$ cat src/rtl/fci_pkg.sv
package fci_pkg;

   typedef enum logic {
      KIND_LOSS = 1'b0,
      KIND_LATE = 1'b1
   } fill_kind_e;

   typedef struct packed {
      logic [7:0] fill_octet;
      logic       exact_mode;
      logic       late_chk;
      logic       glob_en;
      logic       roll_irq_en;
   } fci_cfg_t;

   localparam logic [7:0] SILENCE_OCTET = 8'hFF;

endpackage

$ cat src/rtl/fci_cfg_regs.sv
module fci_cfg_regs
   import fci_pkg::*;
(
   input  logic       clk,
   input  logic       rst_n,
   input  logic       fill_wr,
   input  logic [7:0] fill_in,
   input  logic       ctl_wr,
   input  logic       exact_in,
   input  logic       late_in,
   input  logic       en_in,
   input  logic       roll_in,
   output fci_cfg_t   cfg_q
);

   always_ff @(posedge clk) begin
      if (!rst_n) begin
         cfg_q.fill_octet  <= SILENCE_OCTET;
         cfg_q.exact_mode  <= 1'b0;
         cfg_q.late_chk    <= 1'b0;
         cfg_q.glob_en     <= 1'b0;
         cfg_q.roll_irq_en <= 1'b0;
      end else begin
         if (fill_wr) cfg_q.fill_octet <= fill_in;
         if (ctl_wr) begin
            cfg_q.exact_mode  <= exact_in;
            cfg_q.late_chk    <= late_in;
            cfg_q.glob_en     <= en_in;
            cfg_q.roll_irq_en <= roll_in;
         end
      end
   end

   // the filler octet comes out of reset as silence
   p_fill_reset_r2: assert property (@(posedge clk)
      $rose(rst_n) |-> cfg_q.fill_octet == SILENCE_OCTET);

endmodule

$ cat src/rtl/fci_req_queue.sv
module fci_req_queue
   import fci_pkg::*;
#(
   parameter int LOSS_W     = 4,
   parameter int MAX_LOST   = 7,
   parameter int CLAMP_LOST = 2,
   parameter int PEND_MAX   = 7,
   localparam int PEND_W    = $clog2(PEND_MAX + 1)
) (
   input  logic              clk,
   input  logic              rst_n,
   input  fci_cfg_t          cfg,
   input  logic              loss_vld,
   input  logic [LOSS_W-1:0] loss_cnt,
   input  logic              in_sync,
   input  logic              late_tmo,
   input  logic              take_loss,
   input  logic              take_late,
   output logic              pend_loss_any,
   output logic              pend_late_any
);

   if (CLAMP_LOST > MAX_LOST) begin : g_bad_clamp
      $error("CLAMP_LOST must not exceed MAX_LOST");
   end
   if (PEND_MAX < MAX_LOST) begin : g_bad_pend
      $error("PEND_MAX must hold one full loss request");
   end

   logic [PEND_W-1:0] pend_loss_q, pend_late_q;
   int loss_cap, loss_req, loss_next, late_next;
   logic late_hit;

   function automatic int sat_step(input int cur, input int dec, input int inc);
      int v;
      v = cur - dec + inc;
      if (v > PEND_MAX) v = PEND_MAX;
      if (v < 0) v = 0;
      return v;
   endfunction

   always_comb begin
      loss_cap = cfg.exact_mode ? MAX_LOST : CLAMP_LOST;
      loss_req = (int'(loss_cnt) > loss_cap) ? loss_cap : int'(loss_cnt);
      if (!(loss_vld && cfg.glob_en)) loss_req = 0;
      late_hit = late_tmo & cfg.late_chk & in_sync & cfg.glob_en;
      loss_next = sat_step(int'(pend_loss_q), int'(take_loss), loss_req);
      late_next = sat_step(int'(pend_late_q), int'(take_late), int'(late_hit));
   end

   always_ff @(posedge clk) begin
      if (!rst_n) begin
         pend_loss_q <= '0;
         pend_late_q <= '0;
      end else begin
         pend_loss_q <= PEND_W'(loss_next);
         pend_late_q <= PEND_W'(late_next);
      end
   end

   assign pend_loss_any = (pend_loss_q != '0);
   assign pend_late_any = (pend_late_q != '0);

   // the engine never takes a cell that was not queued
   p_take_loss_r8: assert property (@(posedge clk) disable iff (!rst_n)
      take_loss |-> pend_loss_q != '0);
   p_take_late_r8: assert property (@(posedge clk) disable iff (!rst_n)
      take_late |-> pend_late_q != '0);

endmodule

$ cat src/rtl/fci_write_engine.sv
module fci_write_engine
   import fci_pkg::*;
#(
   parameter int BUF_DEPTH   = 256,
   parameter int CELL_OCTETS = 47,
   localparam int AW         = (BUF_DEPTH > 1) ? $clog2(BUF_DEPTH) : 1,
   localparam int OCT_W      = $clog2(CELL_OCTETS),
   localparam bit DEPTH_POW2 = ((BUF_DEPTH & (BUF_DEPTH - 1)) == 0)
) (
   input  logic          clk,
   input  logic          rst_n,
   input  logic          en,
   input  logic [7:0]    fill,
   input  logic          pend_loss_any,
   input  logic          pend_late_any,
   output logic          buf_we,
   output logic [AW-1:0] buf_addr,
   output logic [7:0]    buf_data,
   output logic          take_loss,
   output logic          take_late,
   output logic          cell_done,
   output fill_kind_e    done_kind,
   output logic          active_o
);

   if (BUF_DEPTH < 2) begin : g_bad_depth
      $error("BUF_DEPTH must be at least 2");
   end
   if (CELL_OCTETS < 2) begin : g_bad_cell
      $error("CELL_OCTETS must be at least 2");
   end

   logic             active_q;
   fill_kind_e       kind_q;
   logic [OCT_W-1:0] oct_q;
   logic [AW-1:0]    wptr_q, wptr_inc;
   logic             last_oct, take_any;

   if (DEPTH_POW2) begin : g_wrap_pow2
      assign wptr_inc = wptr_q + 1'b1;
   end else begin : g_wrap_cmp
      assign wptr_inc = (wptr_q == AW'(BUF_DEPTH - 1)) ? '0 : wptr_q + 1'b1;
   end

   assign buf_we    = active_q & en;
   assign last_oct  = (oct_q == OCT_W'(CELL_OCTETS - 1));
   assign cell_done = buf_we & last_oct;
   assign take_any  = en & (~active_q | cell_done) & (pend_loss_any | pend_late_any);
   assign take_loss = take_any & pend_loss_any;
   assign take_late = take_any & ~pend_loss_any;
   assign buf_addr  = wptr_q;
   assign buf_data  = fill;
   assign done_kind = kind_q;
   assign active_o  = active_q;

   always_ff @(posedge clk) begin
      if (!rst_n) begin
         active_q <= 1'b0;
         kind_q   <= KIND_LOSS;
         oct_q    <= '0;
         wptr_q   <= '0;
      end else begin
         if (take_any) begin
            active_q <= 1'b1;
            kind_q   <= take_loss ? KIND_LOSS : KIND_LATE;
            oct_q    <= '0;
         end else if (cell_done) begin
            active_q <= 1'b0;
         end else if (buf_we) begin
            oct_q <= oct_q + 1'b1;
         end
         if (buf_we) wptr_q <= wptr_inc;
      end
   end

   // the last buffer slot is followed by slot zero
   p_wrap_r7: assert property (@(posedge clk) disable iff (!rst_n)
      (buf_we && buf_addr == AW'(BUF_DEPTH - 1)) |=> buf_addr == '0);
   // no write progress while disabled
   p_stall_r6: assert property (@(posedge clk) disable iff (!rst_n)
      !en |=> $stable(buf_addr));
   // a cell that is not at its last octet keeps the engine active
   p_cell_cont_r1: assert property (@(posedge clk) disable iff (!rst_n)
      (buf_we && !last_oct) |=> active_q);

endmodule

$ cat src/rtl/fci_cell_counters.sv
module fci_cell_counters
   import fci_pkg::*;
#(
   parameter int CNT_W = 16
) (
   input  logic             clk,
   input  logic             rst_n,
   input  logic             cell_done,
   input  fill_kind_e       done_kind,
   input  logic             roll_irq_en,
   output logic [CNT_W-1:0] lost_cells,
   output logic [CNT_W-1:0] late_cells,
   output logic             lost_roll,
   output logic             roll_irq
);

   if (CNT_W < 2) begin : g_bad_cnt
      $error("CNT_W must be at least 2");
   end

   logic loss_done, late_done, wrap_now;

   assign loss_done = cell_done & (done_kind == KIND_LOSS);
   assign late_done = cell_done & (done_kind == KIND_LATE);
   assign wrap_now  = loss_done & (&lost_cells);

   always_ff @(posedge clk) begin
      if (!rst_n) begin
         lost_cells <= '0;
         late_cells <= '0;
         lost_roll  <= 1'b0;
         roll_irq   <= 1'b0;
      end else begin
         if (loss_done) lost_cells <= lost_cells + 1'b1;
         if (late_done) late_cells <= late_cells + 1'b1;
         lost_roll <= wrap_now;
         roll_irq  <= wrap_now & roll_irq_en;
      end
   end

   // a rollover pulse coincides with a zero count
   p_roll_zero_r10: assert property (@(posedge clk) disable iff (!rst_n)
      lost_roll |-> lost_cells == '0);
   // the summary never fires without a rollover
   p_irq_gate_r10: assert property (@(posedge clk) disable iff (!rst_n)
      roll_irq |-> lost_roll);
   // late cells leave the loss counter alone
   p_late_sep_r9: assert property (@(posedge clk) disable iff (!rst_n)
      late_done |=> $stable(lost_cells));

endmodule

$ cat src/rtl/fci_top.sv
module fci_top
   import fci_pkg::*;
#(
   parameter int BUF_DEPTH   = 256,
   parameter int CELL_OCTETS = 47,
   parameter int LOSS_W      = 4,
   parameter int MAX_LOST    = 7,
   parameter int CLAMP_LOST  = 2,
   parameter int PEND_MAX    = 7,
   parameter int CNT_W       = 16,
   localparam int AW         = (BUF_DEPTH > 1) ? $clog2(BUF_DEPTH) : 1
) (
   input  logic              clk,
   input  logic              rst_n,
   input  logic              cfg_fill_wr,
   input  logic [7:0]        cfg_fill_octet,
   input  logic              cfg_ctl_wr,
   input  logic              cfg_exact_mode,
   input  logic              cfg_late_chk,
   input  logic              cfg_glob_en,
   input  logic              cfg_roll_irq_en,
   input  logic              loss_vld,
   input  logic [LOSS_W-1:0] loss_cnt,
   input  logic              in_sync,
   input  logic              late_tmo,
   output logic              buf_we,
   output logic [AW-1:0]     buf_addr,
   output logic [7:0]        buf_data,
   output logic              busy,
   output logic [CNT_W-1:0]  lost_cells,
   output logic [CNT_W-1:0]  late_cells,
   output logic              lost_roll,
   output logic              roll_irq
);

   fci_cfg_t   cfg;
   logic       pend_loss_any, pend_late_any;
   logic       take_loss, take_late, cell_done, active;
   fill_kind_e done_kind;

   fci_cfg_regs u_cfg (
      .clk      (clk),
      .rst_n    (rst_n),
      .fill_wr  (cfg_fill_wr),
      .fill_in  (cfg_fill_octet),
      .ctl_wr   (cfg_ctl_wr),
      .exact_in (cfg_exact_mode),
      .late_in  (cfg_late_chk),
      .en_in    (cfg_glob_en),
      .roll_in  (cfg_roll_irq_en),
      .cfg_q    (cfg)
   );

   fci_req_queue #(
      .LOSS_W     (LOSS_W),
      .MAX_LOST   (MAX_LOST),
      .CLAMP_LOST (CLAMP_LOST),
      .PEND_MAX   (PEND_MAX)
   ) u_queue (
      .clk           (clk),
      .rst_n         (rst_n),
      .cfg           (cfg),
      .loss_vld      (loss_vld),
      .loss_cnt      (loss_cnt),
      .in_sync       (in_sync),
      .late_tmo      (late_tmo),
      .take_loss     (take_loss),
      .take_late     (take_late),
      .pend_loss_any (pend_loss_any),
      .pend_late_any (pend_late_any)
   );

   fci_write_engine #(
      .BUF_DEPTH   (BUF_DEPTH),
      .CELL_OCTETS (CELL_OCTETS)
   ) u_engine (
      .clk           (clk),
      .rst_n         (rst_n),
      .en            (cfg.glob_en),
      .fill          (cfg.fill_octet),
      .pend_loss_any (pend_loss_any),
      .pend_late_any (pend_late_any),
      .buf_we        (buf_we),
      .buf_addr      (buf_addr),
      .buf_data      (buf_data),
      .take_loss     (take_loss),
      .take_late     (take_late),
      .cell_done     (cell_done),
      .done_kind     (done_kind),
      .active_o      (active)
   );

   fci_cell_counters #(
      .CNT_W (CNT_W)
   ) u_counters (
      .clk         (clk),
      .rst_n       (rst_n),
      .cell_done   (cell_done),
      .done_kind   (done_kind),
      .roll_irq_en (cfg.roll_irq_en),
      .lost_cells  (lost_cells),
      .late_cells  (late_cells),
      .lost_roll   (lost_roll),
      .roll_irq    (roll_irq)
   );

   assign busy = active | pend_loss_any | pend_late_any;

   // every write happens while busy is shown
   p_busy_cover_r8: assert property (@(posedge clk) disable iff (!rst_n)
      buf_we |-> busy);
   // the global enable gates every write
   p_gate_r6: assert property (@(posedge clk) disable iff (!rst_n)
      !cfg.glob_en |-> !buf_we);

endmodule

$ cat config.mk
export PLATFORM = sky130hd
export DESIGN_NAME = fci_top
export DESIGN_NICKNAME = d
export VERILOG_FILES = /design/src/rtl/fci_pkg.sv /design/src/rtl/fci_cfg_regs.sv /design/src/rtl/fci_req_queue.sv /design/src/rtl/fci_write_engine.sv /design/src/rtl/fci_cell_counters.sv /design/src/rtl/fci_top.sv
export SDC_FILE = /design/constraint.sdc
export NUM_CORES = 1
export LEC_CHECK = 0
export ABC_AREA = 1
export BUFFER_PORTS_ARGS = -buffer_cell sky130_fd_sc_hd__buf_2
export CORE_UTILIZATION = 35
export DETAILED_ROUTE_END_ITERATION = 10
export PLACE_DENSITY = 0.53
export SYNTH_ARGS = -nofsm -noshare
export SYNTH_HDL_FRONTEND = slang
export SYNTH_SLANG_ARGS = --single-unit
export TNS_END_PERCENT = 10
$ cat constraint.sdc
create_clock -name clk -period 3.8 [get_ports clk]
set_clock_uncertainty 0.1 [all_clocks]
set_input_delay 0.76 -clock clk [delete_from_list [all_inputs] [get_ports clk]]
set_output_delay 0.76 -clock clk [all_outputs]
set_load 0.1 [all_outputs]
==> results of run 1 <==
[final timing paths]
| path | cells past startpoint | slack [ps] | end |
|---|---|---|---|
| worst max-delay path | 21 | 280 | u_queue.pend_loss_q[0]$_SDFF_PP0_ |
| worst min-delay path | 2 | 360 | u_counters.roll_irq$_SDFF_PN0_ |
| worst max register to register | 23 | 300 | u_queue.pend_loss_q[0]$_SDFF_PP0_ |
| worst min register to register | 2 | 360 | u_counters.roll_irq$_SDFF_PN0_ |
[sequential cells by signal, indices dropped and copies added (netlist names), 3 cells and up]
| register | cells |
|---|---|
| u_cfg.cfg_q | 12 |
| u_counters.lost_cells | 16 |
| u_counters.late_cells | 16 |
| u_engine.oct_q | 6 |
| u_queue.pend_late_q | 3 |
| u_queue.pend_loss_q | 3 |
| u_engine.buf_addr | 8 |
[worst reg2reg max path, cell delays in order (launching register included)]
cell and delay [ps]:
dfxtp_2 350, inv_1 60, ha_1 200, nand3_2 90
nor2_4 40, nand2_2 70, nand2_1 70, nand2_1 80
nor2_1 50, ha_1 190, ha_1 190, xor2_1 160
ha_1 330, inv_1 100, nor3_4 220, o21ai_1 100
ha_1 300, nand4_1 90, nor2_1 140, nand3_1 80
nor2_1 110, nand3_1 100, nand3_2 100, a21oi_1 60
[power breakdown]
part	switching [mW]	leakage, nW	internal, mW
logic	0.291	1.55	0.137
registers	0.0216	0.553	0.752
clock network	0.269	0.117	0.435
[cell usage in the layout (no fill, tap or decap), drive strengths merged]
cell type / netlist / final
nand2: 97 / 97
inv: 85 / 85
buf: 8 / 82
dfxtp: 68 / 68
nor2: 54 / 54
a21oi: 41 / 41
ha: 34 / 34
o21ai: 33 / 33
nand3: 30 / 30
nor3: 19 / 19
nand4: 17 / 17
clkbuf: 7 / 11
xor2: 10 / 10
nor3b: 6 / 6
xnor2: 5 / 5
conb: 2 / 4
nor4: 4 / 4
clkinv: 2 / 4
o21a: 3 / 3
bufinv: 0 / 3
or2: 2 / 2
o21bai: 2 / 2
a31oi: 1 / 1
nand3b: 1 / 1
o22ai: 1 / 1
fa: 1 / 1
[synth_stat cells, drive strengths merged]
cell type  count  area share
a21oi         41       0.053
a31oi          1      0.0016
buf            8       0.015
clkbuf         7      0.0067
clkinv         2      0.0022
conb           2      0.0019
dfxtp         68        0.35
fa             1      0.0051
ha            34        0.11
inv           85       0.082
nand2         97       0.094
nand3         30       0.049
nand3b         1      0.0019
nand4         17       0.029
nor2          54       0.057
nor3          19       0.028
nor3b          6       0.015
nor4           4      0.0080
o21a           3      0.0058
o21ai         33       0.043
o21bai         2      0.0039
o22ai          1      0.0016
or2            2      0.0032
xnor2          5       0.011
xor2          10       0.022
[cell type report]
cell class	instances	area (um2)	share of cell area
Tap cell	140	175.2	0.03730
Sequential cell	68	1363	0.2902
Clock inverter	5	100.1	0.02132
Clock buffer	11	131.4	0.02798
Inverter	87	327.8	0.06981
Timing Repair Buffer	82	430.4	0.09166
Multi-Input combinational cell	365	2168	0.4618
[layer usage]
layer / vias to the layer above / wire [um] / global-route usage
li1: 1886 / - / -
met1: 1568 / 4134 / 0.2076
met2: 62 / 3953 / 0.2605
met3: 10 / 364 / 0.03087
met4: 0 / 126 / 0.05773
met5: - / 0 / 0
[timing repair]
action | 4_1_cts | 5_1_grt
setup buffers | 0 | 1
endpoints found under the setup margin | 0 | 3
gates resized for setup | 0 | 11
[cell families (layout without fill, tap and decap cells)]
group	after synthesis	after routing	share of synthesized area
AND/OR/NAND/NOR	230	230	0.2857
buffers and inverters	102	185	0.1063
AO/OA/AOI/OAI	81	81	0.1088
flip-flops	68	68	0.3493
adder cells (fa/ha/maj)	35	35	0.1143
XOR/XNOR	15	15	0.03371
other	2	4	0.001927
==> impl_metrics.tcl, run 1 <==
set metrics [dict create \
    outcome "finished, violations left" \
    violations "DRC" \
    fp.dieH_um 107.5 \
    drt_pre_antenna_iters 7 \
    final_area_um2 4696 \
    antenna_cells 0 \
    worst_pin_slew_ps 938.8 \
    vias_per_cell 4.652 \
    dp.final_hpwl_um 6535 \
    cp-end-kind "flip-flop" \
    cp.required_ps 3920 \
    maxSlewHeadroom 0.3735 \
    core_area_um2 10840 \
    syn_area_per_cell_um2 7.312 \
    cts_max_path_buffers 2 \
    area_growth_pct 20.48 \
    first_iter_violations 123 \
    maxCapViolations 0 \
    ys_seq_area_frac 0.3493 \
    setup_violations 0 \
    power.leakage_nw 2.222 \
    num_vias 3526 \
    critPathLaunch "loss_cnt[2]" \
    clkTransAtPathRegs_ps 70 \
    worst_slack_ps 275.2 \
    grt_antenna_before_repair 0 \
    finalPower_mw 1.904 \
    drc 2 \
    fillers 1131 \
    gp_congestion 0.7892 \
    crit_fanout 3 \
    cts_tree "done" \
    grt_max_degree 37 \
    power.density_nw_per_um2 405.5 \
    port_buffers 74 \
    fmax_mhz 283.7 \
    holdCritStartpoint "u_cfg.cfg_q[0]$_SDFFE_PN0P_" \
    whs_ps 355.7 \
    vdd_ir_drop_max_mv 0.2253 \
    synthCells 533 \
    syn_area_um2 3897 \
    cp_num_buf_inv 3 \
    cts_max_level 3 \
    worstPathArrival_ps 3650 \
    critical_path.cell_chain "buf_2, ha_1, inv_1, nor3_1, nor2_1, a31oi_1, o21ai_0, a21oi_1, ha_2, fa_1, inv_1, nor3_4, o21ai_1, ha_1, nand4_1, nor2_1, nand3_1, nor2_1, nand3_1, nand3_2, a21oi_1" \
    cp_slowest_stage_delay_ps 300 \
    die-area_um2 11560 \
    pin_count 75 \
    dpl.cell_count 741 \
    clockRootBuffer "clkbuf_8" \
    numCtsBuffers 9 \
    wl_per_cell_um 11.32 \
    nets 671 \
    synth_seq_cells 68 \
    die_w_um 107.5 \
    r2r_start "u_engine.oct_q[0]$_SDFFE_PP0P_" \
    ys_warn_count 0 \
    layout-drive-gt1-share 0.2023 \
    placed_area_um2 4417 \
    cp_slowest_cell "ha_1" \
    ant_nets 0 \
    hp-class "flip-flop to flip-flop" \
    final_cells 758 \
    cts_sinks 68 \
    critPathTopFamily "simple AND/OR/NAND/NOR gates" \
    start_kind "primary input" \
    final_max_slew_viol_count 0 \
    overflow 0 \
    wl_um 8579 \
    min_period_over_period 0.9276 \
    timing.setup.tns_ps 0 \
    rows 38 \
    grt_pass1_wl_um 14680 \
    post-route-min-period_ps 3525 \
    start_util 0.3595 \
    synth_cell_type_count 38 \
    clk_latency_ps 340 \
    crit_type "primary input to flip-flop" \
    final_hold_viol_count 0 \
    place_ws_ps -251.3 \
    hold_buffers 0 \
    grt_pass1_vias 3281 \
    grt_usage 0.1595 \
    critPathMostFrequentCell "nor2_1" \
    fin_util 0.4332 \
]
No activity file was read; power rests on OpenSTA's default activity.
==> run 2: changes to the inputs <==
CELL_PAD_IN_SITES_DETAIL_PLACEMENT = 1   (was unset)
CELL_PAD_IN_SITES_GLOBAL_PLACEMENT = 1   (was unset)
PLACE_DENSITY = 0.7   (was 0.53)
==> impl_metrics.tcl, run 2 (synthesized netlist as in run 1, its figures left out) <==
set metrics [dict create \
    place_ws_ps -324.4 \
    start_util 0.3595 \
    wl_per_cell_um 13.90 \
    grt_max_degree 37 \
    dp.final_hpwl_um 7814 \
    final_common_cell "nand2_1" \
    rows 38 \
    post-route-min-period_ps 3598 \
    critical_path.cell_chain "buf_2, inv_1, ha_1, nor3_2, nor2_1, a31oi_1, o21ai_1, a21oi_1, ha_2, fa_2, inv_2, nor3_4, o21ai_0, ha_1, nand4_1, nor2_2, nand3b_1, nor2_1, nand3_1, nand3_2, a21oi_2" \
    worst_pin_slew_ps 953.1 \
    final_cell_mix "91 x nand2_1, 80 x inv_1, 73 x buf_2, 65 x dfxtp_1, 47 x nor2_1" \
    cp_slowest_cell "ha_1" \
    pin_count 75 \
    num_vias 3772 \
    grt_usage 0.1867 \
    fmax_mhz 277.9 \
    worstPathArrival_ps 3740 \
    core_area_um2 10840 \
    vdd_ir_drop_max_mv 0.1853 \
    cts_tree "done" \
    cts_max_path_buffers 2 \
    overflow 0 \
    antenna_cells 0 \
    clockRootBuffer "clkbuf_8" \
    layout-drive-gt1-share 0.2611 \
    area_growth_pct 25.49 \
    hp-class "flip-flop to flip-flop" \
    cp_num_buf_inv 3 \
    drc 0 \
    cp-end-kind "flip-flop" \
    dpl.cell_count 743 \
    grt_antenna_before_repair 0 \
    maxSlewHeadroom 0.3639 \
    cts_max_level 3 \
    min_period_over_period 0.9470 \
    fp.dieH_um 107.5 \
    vias_per_cell 4.911 \
    grt_pass1_vias 3746 \
    worst_slack_ps 201.5 \
    first_iter_violations 117 \
    grt_pass1_wl_um 16970 \
    ant_nets 0 \
    die_w_um 107.5 \
    port_buffers 74 \
    maxCapViolations 0 \
    reg_top3 "u_counters.late_cells (16), u_counters.lost_cells (16), u_cfg.cfg_q (12)" \
    power.leakage_nw 2.268 \
    final_hold_viol_count 0 \
    power.density_nw_per_um2 395.6 \
    nets 682 \
    setup_violations 0 \
    final_cells 768 \
    cts_sinks 68 \
    crit_fanout 3 \
    die-area_um2 11560 \
    outcome "complete, no violations" \
    cp_slowest_stage_delay_ps 340 \
    gp_congestion 0.8236 \
    hold_buffers 0 \
    clkTransAtPathRegs_ps 80 \
    clk_latency_ps 360 \
    final_max_slew_viol_count 0 \
    crit_type "primary input to flip-flop" \
    start_kind "primary input" \
    numCtsBuffers 9 \
    cp.required_ps 3940 \
    critPathTopFamily "simple AND/OR/NAND/NOR gates" \
    drt_pre_antenna_iters 4 \
    wl_um 10680 \
]
run 2: tightest hold or removal path, stage by stage (launching register included):
cell     delay (ps)
dfxtp_1         300
inv_1            60
nor2_1           50
run 2: path summary, 6_finish.rpt:
path,start,to,slack (ps),depth (start not counted)
worst max-delay path,loss_cnt[0],u_queue.pend_loss_q[1]$_SDFF_PP0_,200,21
worst min-delay path,u_cfg.cfg_q[0]$_SDFFE_PN0P_,u_counters.roll_irq$_SDFF_PN0_,360,2
worst max register to register,u_engine.oct_q[0]$_SDFFE_PP0P_,u_queue.pend_loss_q[1]$_SDFF_PP0_,220,23
worst min register to register,u_cfg.cfg_q[0]$_SDFFE_PN0P_,u_counters.roll_irq$_SDFF_PN0_,360,2
run 2: layer usage:
layer / up-vias / global-route usage / share of wire
met2: 63 / 0.3214 / 0.50
met4: 0 / 0.07241 / 0.018
met3: 13 / 0.04479 / 0.034
li1: 1898 / - / -
met5: - / 0 / 0
met1: 1798 / 0.2225 / 0.45
run 2: what timing repair did:
action,4_1_cts,5_1_grt
pin swaps,0,31
resized for setup,1,45
buffers inserted,0,10
setup endpoints to repair,3,6
run 2: per-stage QoR:
stage	power [mW]	hold slack [ps]	TNS [ps]	util	instance area, um2
floorplan	1.123	316.0	0	-	3905
global placement	1.200	333.4	-235.7	0.4088	4432
detailed placement	1.221	346.6	-955.6	0.4088	4432
CTS	1.900	363.3	0	0.4289	4649
global route	2.058	401.8	-255.6	0.4512	4891
finish	1.935	355.7	0	0.4512	4891
run 2: area by class of cell:
type	instances	area, um2
fill	1379	5949
multi-input combinational	365	2281
sequential	68	1368
timing repair buffer	93	526.8
inverter	87	327.8
tap	140	175.2
clock buffer	9	123.9
clock inverter	6	88.84
run 2: report_power, final:
| part | internal (mW) | switching [mW] |
|---|---|---|
| Sequential | 0.751 | 0.0225 |
| Combinational | 0.164 | 0.326 |
| Clock | 0.367 | 0.305 |
| Total | 1.28 | 0.653 |
==> run 3: changes to the inputs <==
GPL_TIMING_DRIVEN = 0   (was unset)
PLACE_DENSITY = 0.69   (was 0.7)
==> impl_metrics.tcl, run 3 (synthesized netlist as in run 1, its figures left out) <==
set metrics [dict create \
    gp_congestion 0.7806 \
    cts_max_level 3 \
    first_iter_violations 116 \
    rsz0062_at_grt "yes" \
    min_path_cells 2 \
    hp-class "flip-flop to flip-flop" \
    crit_fanout 4 \
    hold_buffers 0 \
    clkTransAtPathRegs_ps 80 \
    crit_end "u_queue.pend_loss_q[0]$_SDFF_PP0_" \
    r2r_cells 24 \
    cts_tree "done" \
    maxSlewHeadroom 0.4954 \
    clk_latency_ps 360 \
    wl_um 10290 \
    cts_sinks 68 \
    r2r_start "u_engine.oct_q[0]$_SDFFE_PP0P_" \
    overflow 0 \
    violations "DRC" \
    area_growth_pct 22.12 \
    grt_usage 0.1881 \
    regToRegSetupSlack_ps 250 \
    reg_top3 "u_counters.late_cells (16), u_counters.lost_cells (16), u_cfg.cfg_q (12)" \
    whs_ps 347.7 \
    core_area_um2 10840 \
    cts_max_path_buffers 2 \
    placed_area_um2 4441 \
    outcome "finished, violations left" \
    p_switching_mw 0.6032 \
    fin_util 0.4391 \
    pin_count 75 \
    die-area_um2 11560 \
    numCtsBuffers 9 \
    start_kind "flip-flop" \
    clock_power_share 0.311 \
    rows 38 \
    antenna_cells 0 \
    cp.required_ps 3940 \
    comb_power_share 0.256 \
    ant_nets 0 \
    final_max_slew_viol_count 0 \
    cp-end-kind "flip-flop" \
    grt_antenna_before_repair 0 \
    vdd_ir_drop_max_mv 0.1921 \
    vias_per_cell 4.766 \
    final_area_um2 4760 \
    fmax_mhz 281.7 \
    final_common_cell "nand2_1" \
    layout-drive-gt1-share 0.2254 \
    final_cell_mix "92 x nand2_1, 83 x inv_1, 72 x buf_2, 66 x dfxtp_1, 49 x nor2_1" \
    nets 685 \
    grt_pass1_wl_um 17030 \
    fp.dieH_um 107.5 \
    timing.setup.tns_ps 0 \
    power.density_nw_per_um2 375.5 \
    min_period_over_period 0.9342 \
    worst_pin_slew_ps 756.9 \
    grt_pass1_vias 3663 \
    worstPathArrival_ps 3690 \
    port_buffers 72 \
    start_util 0.3595 \
    critPathLaunch "u_engine.oct_q[0]$_SDFFE_PP0P_" \
    crit_type "flip-flop to flip-flop" \
    drt_pre_antenna_iters 7 \
    setup_violations 0 \
    power.leakage_nw 2.237 \
    maxCapViolations 0 \
    fillers 1414 \
    netSwitchingFraction 0.3375 \
    p_int_mw 1.184 \
    num_vias 3670 \
    dp.final_hpwl_um 8032 \
    r2r_end "u_queue.pend_loss_q[0]$_SDFF_PP0_" \
    clockRootBuffer "clkbuf_8" \
    final_hold_viol_count 0 \
    regArea_um2 1364 \
    drc 1 \
    p_seq_frac 0.433 \
    wl_per_cell_um 13.36 \
    post-route-min-period_ps 3550 \
    die_w_um 107.5 \
    multi_input_area_um2 2200 \
    grt_max_degree 16 \
]
## run 3: cell types whose count changed in the layout (fill, tap and decap cells not counted), moves of 3 or more
cell and delta:
inv_2 -4, a21oi_1 +3, inv_1 +3, clkbuf_1 +7
ha_1 +6, clkbuf_8 +3, ha_4 -4, buf_6 -3
## run 3: worst min path at each step
stage	slack, ps	start	endpoint
after global placement	340	u_cfg.cfg_q[0]$_SDFFE_PN0P_	u_counters.roll_irq$_SDFF_PN0_
after detailed placement	340	u_cfg.cfg_q[0]$_SDFFE_PN0P_	u_counters.roll_irq$_SDFF_PN0_
after CTS	350	u_cfg.cfg_q[0]$_SDFFE_PN0P_	u_counters.roll_irq$_SDFF_PN0_
final	350	u_cfg.cfg_q[0]$_SDFFE_PN0P_	u_counters.roll_irq$_SDFF_PN0_
after floorplan	320	u_cfg.cfg_q[0]$_SDFFE_PN0P_	u_counters.roll_irq$_SDFF_PN0_
after global routing	390	u_cfg.cfg_q[0]$_SDFFE_PN0P_	u_counters.roll_irq$_SDFF_PN0_
## run 3: layer usage
metal  global-route usage  vias to the layer above  share of wire
met2               0.3223                       55           0.49
met4              0.05479                        0          0.010
li1                     -                     1902              -
met5                    0                        -              0
met3              0.04903                        8          0.039
met1               0.2299                     1705           0.46
## run 3: critical path, cell delays in order (launching register included)
cell and delay (ps):
dfxtp_2 330, inv_1 70, ha_1 170, nand3_2 100, nor2_4 140, nand2_2 70
nand2_1 90, nand2_2 80, nor2_1 100, ha_1 170, ha_1 160, xor2_1 150
ha_1 290, a21oi_1 180, nand2_2 100, buf_4 140, a21oi_2 150, ha_1 140
nand4_1 100, nor2_2 140, nand3_1 80, nor2_1 110, nand3_1 90, nand3_2 110
a21oi_1 70
## run 3: repair_timing
item | in CTS | in global routing
endpoints found under the hold margin | 0 | 0
setup buffers | 1 | 8
pin swaps | 1 | 5
setup endpoints to repair | 3 | 5
resized for setup | 6 | 15
cloned | 0 | 0
## run 3: cell type report
cell class              instances  share of cell area
flip-flops and latches         68              0.2865
clock buffers                  12             0.03470
well taps                     140             0.03680
plain buffers                  15             0.01814
clock inverters                 2            0.002103
inverters                      87             0.06966
multi-input cells             365              0.4621
repair buffers                 81             0.08991
## run 3: stage by stage
step                setup slack (ps)  total power [mW]  std cells
global placement              -271.9             1.202        747
detailed placement            -364.3             1.225        747
finish                         250.2             1.787        770
global route                  -64.63             1.905        770
floorplan                      211.3             1.123        535
CTS                            27.70             1.786        762
## run 3: power by group through the flow
stage / combinational [mW] / clock (mW) / sequential [mW]
2_1_floorplan: 0.332 / 0 / 0.792
3_3_place_gp: 0.413 / 0 / 0.788
3_5_place_dp: 0.434 / 0 / 0.790
4_1_cts: 0.441 / 0.570 / 0.775
5_1_grt: 0.523 / 0.603 / 0.779
6_report: 0.458 / 0.555 / 0.774
